### src/rtl/os_pkg.sv
// Package: shared types for the one-shot pulse generator.
// Assumes nothing beyond IEEE 1800-2017 packed structs.
package os_pkg;

    // One flag per detected input transition, all valid in the same cycle.
    typedef struct packed {
        logic a_fall;   // trigger_fall_n went 1 -> 0
        logic b_rise;   // trigger_rise went 0 -> 1
        logic r_rise;   // clear went 0 -> 1 (released)
    } os_edges_t;

endpackage

### src/rtl/os_edge_detect.sv
// Module: os_edge_detect
// Registers each control input once and flags its transitions by comparing the
// current value with the registered one. Assumes inputs are synchronous to clk.
// The reset values are chosen so that no level present at reset release looks
// like an edge.
module os_edge_detect
    import os_pkg::*;
(
    input  logic      clk,
    input  logic      rst_n,
    input  logic      a_n_i,
    input  logic      b_i,
    input  logic      r_n_i,
    output os_edges_t edges_o
);

    logic a_q;
    logic b_q;
    logic r_q;

    // Purpose: keep the previous-cycle value of every control input.
    always_ff @(posedge clk) begin
        if (!rst_n) begin
            a_q <= 1'b0;
            b_q <= 1'b1;
            r_q <= 1'b1;
        end else begin
            a_q <= a_n_i;
            b_q <= b_i;
            r_q <= r_n_i;
        end
    end

    // Purpose: flag transitions from the previous value to the current one.
    always_comb begin
        edges_o.a_fall = a_q & ~a_n_i;
        edges_o.b_rise = ~b_q & b_i;
        edges_o.r_rise = ~r_q & r_n_i;
    end

    // the first cycle after reset release reports no edge.
    a_r9_quiet_after_reset: assert property (@(posedge clk) disable iff (!rst_n)
        $past(!rst_n) |-> (edges_o == '0));

endmodule

### src/rtl/os_trig_qual.sv
// Module: os_trig_qual
// Turns detected edges into a single start request, applying the cross-gating
// between the two trigger inputs and the clear. CLR_FIRES selects whether a
// release of the clear may start a pulse.
module os_trig_qual
    import os_pkg::*;
#(
    parameter bit CLR_FIRES = 1'b1
) (
    input  logic      clk,
    input  logic      rst_n,
    input  os_edges_t edges_i,
    input  logic      a_n_i,
    input  logic      b_i,
    input  logic      r_n_i,
    output logic      fire_o
);

    logic rel_fire;

    // Purpose: choose the clear-release start path for the selected variant.
    generate
        if (CLR_FIRES) begin : g_rel_on
            always_comb rel_fire = edges_i.r_rise & ~a_n_i & b_i;
        end else begin : g_rel_off
            always_comb rel_fire = 1'b0;
            // in this variant a clear release alone never starts a pulse.
            a_r7_release_inert: assert property (@(posedge clk) disable iff (!rst_n)
                (edges_i.r_rise && !edges_i.a_fall && !edges_i.b_rise) |-> !fire_o);
        end
    endgenerate

    // Purpose: combine the gated trigger edges into one start request.
    always_comb begin
        fire_o = (r_n_i & ((edges_i.a_fall & b_i) | (edges_i.b_rise & ~a_n_i)))
               | rel_fire;
    end

    // no start request is ever issued while the clear is held low.
    a_r6_no_fire_in_clear: assert property (@(posedge clk) disable iff (!rst_n)
        !r_n_i |-> !fire_o);

    // a trigger edge whose partner input is not asserted starts nothing.
    a_r3_gated_edges: assert property (@(posedge clk) disable iff (!rst_n)
        (!edges_i.r_rise && ((edges_i.a_fall && !b_i) || (edges_i.b_rise && a_n_i))
         && !(edges_i.a_fall && edges_i.b_rise)) |-> !fire_o);

endmodule

### src/rtl/os_width_counter.sv
// Module: os_width_counter
// Down-counter that holds the remaining pulse length. A load takes priority
// over the terminal count, so a retrigger in the last cycle continues the
// pulse seamlessly. A width of zero is loaded as one.
module os_width_counter #(
    parameter int unsigned CW = 16
) (
    input  logic          clk,
    input  logic          rst_n,
    input  logic          load_i,
    input  logic          clr_n_i,
    input  logic [CW-1:0] width_i,
    output logic          busy_o
);

    localparam logic [CW-1:0] ONE = {{(CW-1){1'b0}}, 1'b1};

    logic [CW-1:0] cnt;
    logic [CW-1:0] width_eff;

    // Purpose: map a requested width of zero to the shortest legal pulse.
    always_comb width_eff = (width_i == '0) ? ONE : width_i;

    // Purpose: clear, reload on a start request, or count down.
    always_ff @(posedge clk) begin
        if (!rst_n) begin
            cnt <= '0;
        end else if (!clr_n_i) begin
            cnt <= '0;
        end else if (load_i) begin
            cnt <= width_eff;
        end else if (cnt != '0) begin
            cnt <= cnt - ONE;
        end
    end

    // Purpose: the pulse is active while cycles remain.
    always_comb busy_o = (cnt != '0);

    // a start loads the requested width, with zero taken as one.
    a_r4_load_width: assert property (@(posedge clk) disable iff (!rst_n)
        (load_i && clr_n_i) |=>
            (cnt == (($past(width_i) == '0) ? ONE : $past(width_i))));

    // with no start and no clear, a running count drops by one per cycle.
    a_r4_countdown: assert property (@(posedge clk) disable iff (!rst_n)
        ((cnt != '0) && !load_i && clr_n_i) |=> (cnt == $past(cnt) - ONE));

    // a retrigger in the final cycle keeps the pulse active.
    a_r5_no_gap: assert property (@(posedge clk) disable iff (!rst_n)
        ((cnt == ONE) && load_i && clr_n_i) |=> busy_o);

    // a held clear empties the counter at the next edge.
    a_r6_clear_empties: assert property (@(posedge clk) disable iff (!rst_n)
        !clr_n_i |=> (cnt == '0));

endmodule

### src/rtl/retrig_pulse_gen.sv
// Module: retrig_pulse_gen
// Retriggerable one-shot with overriding clear. Inputs must already be
// synchronous to clk. The output rises one edge after a qualifying input
// change is sampled. The clear gates the output combinationally, so it cuts
// the pulse in the same cycle.
module retrig_pulse_gen
    import os_pkg::*;
#(
    parameter int unsigned WIDTH_W   = 16,
    parameter bit          CLR_FIRES = 1'b1
) (
    input  logic               clk,
    input  logic               rst_n,
    input  logic               trig_fall_n,
    input  logic               trig_rise,
    input  logic               clr_n,
    input  logic [WIDTH_W-1:0] width,
    output logic               pulse,
    output logic               pulse_n
);

    os_edges_t edges;
    logic      fire;
    logic      busy;

    os_edge_detect u_edges (
        .clk     (clk),
        .rst_n   (rst_n),
        .a_n_i   (trig_fall_n),
        .b_i     (trig_rise),
        .r_n_i   (clr_n),
        .edges_o (edges)
    );

    os_trig_qual #(.CLR_FIRES(CLR_FIRES)) u_qual (
        .clk     (clk),
        .rst_n   (rst_n),
        .edges_i (edges),
        .a_n_i   (trig_fall_n),
        .b_i     (trig_rise),
        .r_n_i   (clr_n),
        .fire_o  (fire)
    );

    os_width_counter #(.CW(WIDTH_W)) u_count (
        .clk     (clk),
        .rst_n   (rst_n),
        .load_i  (fire),
        .clr_n_i (clr_n),
        .width_i (width),
        .busy_o  (busy)
    );

    // Purpose: drive the complementary outputs, with the clear overriding.
    always_comb begin
        pulse   = busy & clr_n;
        pulse_n = ~pulse;
    end

    // the count only starts after a start request on the previous edge.
    a_r1_start_needs_fire: assert property (@(posedge clk) disable iff (!rst_n)
        $rose(busy) |-> $past(fire));

    // with no count running, the output rests low.
    a_r8_idle_low: assert property (@(posedge clk) disable iff (!rst_n)
        !busy |-> (!pulse && pulse_n));

endmodule

### config.mk
export PLATFORM = sky130hd
export DESIGN_NAME = retrig_pulse_gen
export DESIGN_NICKNAME = d
export VERILOG_FILES = /design/src/rtl/os_pkg.sv /design/src/rtl/os_edge_detect.sv /design/src/rtl/os_trig_qual.sv /design/src/rtl/os_width_counter.sv /design/src/rtl/retrig_pulse_gen.sv
export SDC_FILE = /design/constraint.sdc
export NUM_CORES = 1
export LEC_CHECK = 0
export ABC_AREA = 1
export ABC_CLOCK_PERIOD_IN_PS = 1800
export BUFFER_PORTS_ARGS = -buffer_cell sky130_fd_sc_hd__buf_2
export CAP_MARGIN = 5
export CORE_MARGIN = 2
export CORE_UTILIZATION = 30
export DETAILED_ROUTE_END_ITERATION = 10
export GPL_TIMING_DRIVEN = 0
export PLACE_DENSITY = 0.48
export SYNTH_ARGS = -nofsm -noshare
export SYNTH_HDL_FRONTEND = slang
export SYNTH_SLANG_ARGS = --single-unit
### constraint.sdc
create_clock -name clk -period 1.8 [get_ports clk]
set_clock_uncertainty 0.2 [all_clocks]
set_input_delay 0.27 -clock clk [delete_from_list [all_inputs] [get_ports clk]]
set_output_delay 0.27 -clock clk [all_outputs]
set_load 0.03 [all_outputs]
==> results.yml <==
route:
  num_vias: 1374
  first_iter_violations: 68
  drt-total-wl_mm: 3.63
  drtPass1Iterations: 4
  drc: 0
  routedWlPerCell_um: 11.9
  ant_nets: 0
  routed_via_density: 4.49
setup_path:
  slowest_delay_ps: 350
  crit_slowest_cell: "dfxtp_1"
  endpoint_kind: "output pin"
  cp_data_required_time_ps: 1330
  worstSetupPathType: "reg -> out"
  crit_chain: "nor2_2 > nand2_1 > nor2_4 > nand3_2 > nor2_4 > nor2_4 > inv_2 > buf_6"
  timing.critical_path.mode_cell: "nor2_4"
  cp_max_fo: 4
  arrival_ps: 1430
  critPathLaunchType: "flop"
finish:
  area_growth_syn_to_layout_pct: 34.9
  fillers: 462
  nets: 279
  postLayoutCoreUtil_pct: 42.7
  antenna_cells: 0
  drive_gt1_share_pct: 30.9
yosys:
  ys_types: 29
  yosys_most_used_dff: "dfxtp_1"
  synth_most_common_cell: "nand2_1"
  synth_compound_area_share_pct: 6.76
  syn_area_per_cell_um2: 6.11
  yosys_register_bits: 19
  yosys.area.top_type: "dfxtp_1"
  yosys.area_share.adder_pct: 0.966
  yosys.area.top_type_share_pct: 29.4
  syn_inst: 212
  synth_top_family_by_area: "simple AND/OR/NAND/NOR gates"
  yosys-top-cells-area: "dfxtp_1 29%, nand2_1 17%, nor2_1 11%, nand3_1 9.3%, inv_1 7.2%"
  synthXorXnorAreaFrac_pct: 1.35
  yosys-top-cells-count: "59 x nand2_1, 39 x nor2_1, 25 x inv_1, 24 x nand3_1, 19 x dfxtp_1"
  synth_area_um2: 1290
  ys_seq_area_share_pct: 29.4
  synthMuxAreaShare_pct: 0
  synth-edff-count: 0
  synth_nets: 234
  yosys.area_share.simple_pct: 51.4
  yosysWarningCount: 0
  synthArstFlopShare_pct: 0
die:
  fp.coreArea_um2: 4090
  die_h_um: 69.7
  initial_utilization_pct: 31.7
  die_w_um: 69.7
  die-area_um2: 4860
  pin_count: 23
  rows: 23
place:
  pre_cts_slack_ps: -193
  hpwl_mm: 2.58
  place_congestion: 0.810
  port_buffers: 22
outcome:
  violations: "negative hold slack, negative setup slack"
  outcome: "finished, violations left"
sta:
  fin_ws_ps: -103
  relSlewSlack_pct: 60.5
  setup_violations: 2
  hold_violations: 1
  min_period_ps: 1900
  fin_crit_sh_pct: 106
  hold_ws_ps: -2.00
  final.setup.tns_ps: -177
  tightest_slew_ps: 592
  fmax_mhz: 525
  finalMaxSlewViolations: 0
  rsz0062_at_grt: "true"
clock_network:
  cts_made_buffers: 3
  cts_root_buf: "clkbuf_8"
  clockBufferDepth: 2
  path_clk_slew_ps: 70
  clk_latency_ps: 260
  tritoncts: "built"
  clkSinkCount: 19
  cts.htree.levels: 1
min_path:
  min_path_type: "in -> reg"
run:
  cap_violations: 0
global_routing:
  grt_pass1_vias: 1301
  track_usage_pct: 15.9
  grt_max_degree: 11
  grt_pass1_wl_mm: 6.18
  gr-total-overflow: 0
  antenna_found_initial: 0
==> critical path: cells and delay by family (launching register included) <==
kind,cells,cell delay [ps]
and+or+nand+nor,6,650
DFF,1,350
buffers and inverters,2,170
==> through the flow <==
stage	area (um2)	hold slack, ps	instances
global placement	1480	263	284
CTS	1660	1.07	299
global route	1750	13.5	306
floorplan	1310	139	212
finish	1750	-2.00	306
detailed placement	1480	262	284
==> final cells by class <==
cell class	count	area, um2	share of cell area [%]
repair inverters	1	7.51	0.430
well taps	50	62.6	3.58
plain buffers	3	25.0	1.43
repair buffers	38	245	14.0
multi-input cells	164	868	49.7
clock buffers	4	45.0	2.58
inverters	27	109	6.23
flip-flops and latches	19	384	22.0
==> final timing paths <==
| check | slack (ps) | start | to | cells after the start |
|---|---|---|---|---|
| worst min-delay path | -2 | trig_fall_n | u_edges.a_q$_SDFF_PN0_ | 3 |
| worst max-delay path | -100 | u_count.cnt[10]$_SDFFE_PN0P_ | pulse_n | 8 |
| worst max register to register | 110 | u_count.cnt[10]$_SDFFE_PN0P_ | u_count.cnt[13]$_SDFFE_PN0P_ | 10 |
| worst min register to register | 390 | u_count.cnt[15]$_SDFFE_PN0P_ | u_count.cnt[15]$_SDFFE_PN0P_ | 4 |
==> per-layer routing <==
| layer | track usage, % | share of wire [%] |
|---|---|---|
| met1 | 22.7 | 50 |
| met2 | 24.9 | 44 |
| met3 | 2.18 | 4.3 |
| met4 | 4.49 | 1.8 |
| met5 | 0 | 0 |
==> registers in the layout, summed over array words and instances, names as in the netlist <==
name         flops
u_edges.b_q      1
u_edges.a_q      1
u_edges.r_q      1
u_count.cnt     16
==> cell usage in the layout, fill, tap and decap left out, drive strengths merged <==
master	n
nand3	26
ha	1
xor2	2
nor2	47
a211oi	2
clkinv	1
nand3b	1
o21bai	2
nand4	1
nor3	3
o21ai	7
or2	3
clkinvlp	1
a21oi	3
clkbuf	6
dfxtp	19
nand2	66
inv	26
dlygate4sd3	1
buf	38
==> repair_timing <==
item,in CTS,in global routing
buffers inserted,10,5
pin swaps,7,6
hold buffers,1,0
endpoints found under the setup margin,7,14
hold endpoints to repair,1,0
gates resized for setup,16,9
gates cloned,0,2
==> cell families (layout without fill, tap and decap cells) <==
| kind of cell | Yosys count | in the layout |
|---|---|---|
| AND/OR/NAND/NOR | 146 | 147 |
| XOR/XNOR | 2 | 2 |
| AO/OA/AOI/OAI | 14 | 14 |
| flip-flops | 19 | 19 |
| adder cells (fa/ha/maj) | 1 | 1 |
| buffers and inverters | 30 | 73 |
Power is not shown: default switching activity piles up to over one toggle a cycle in this logic, so the estimate is an artifact.
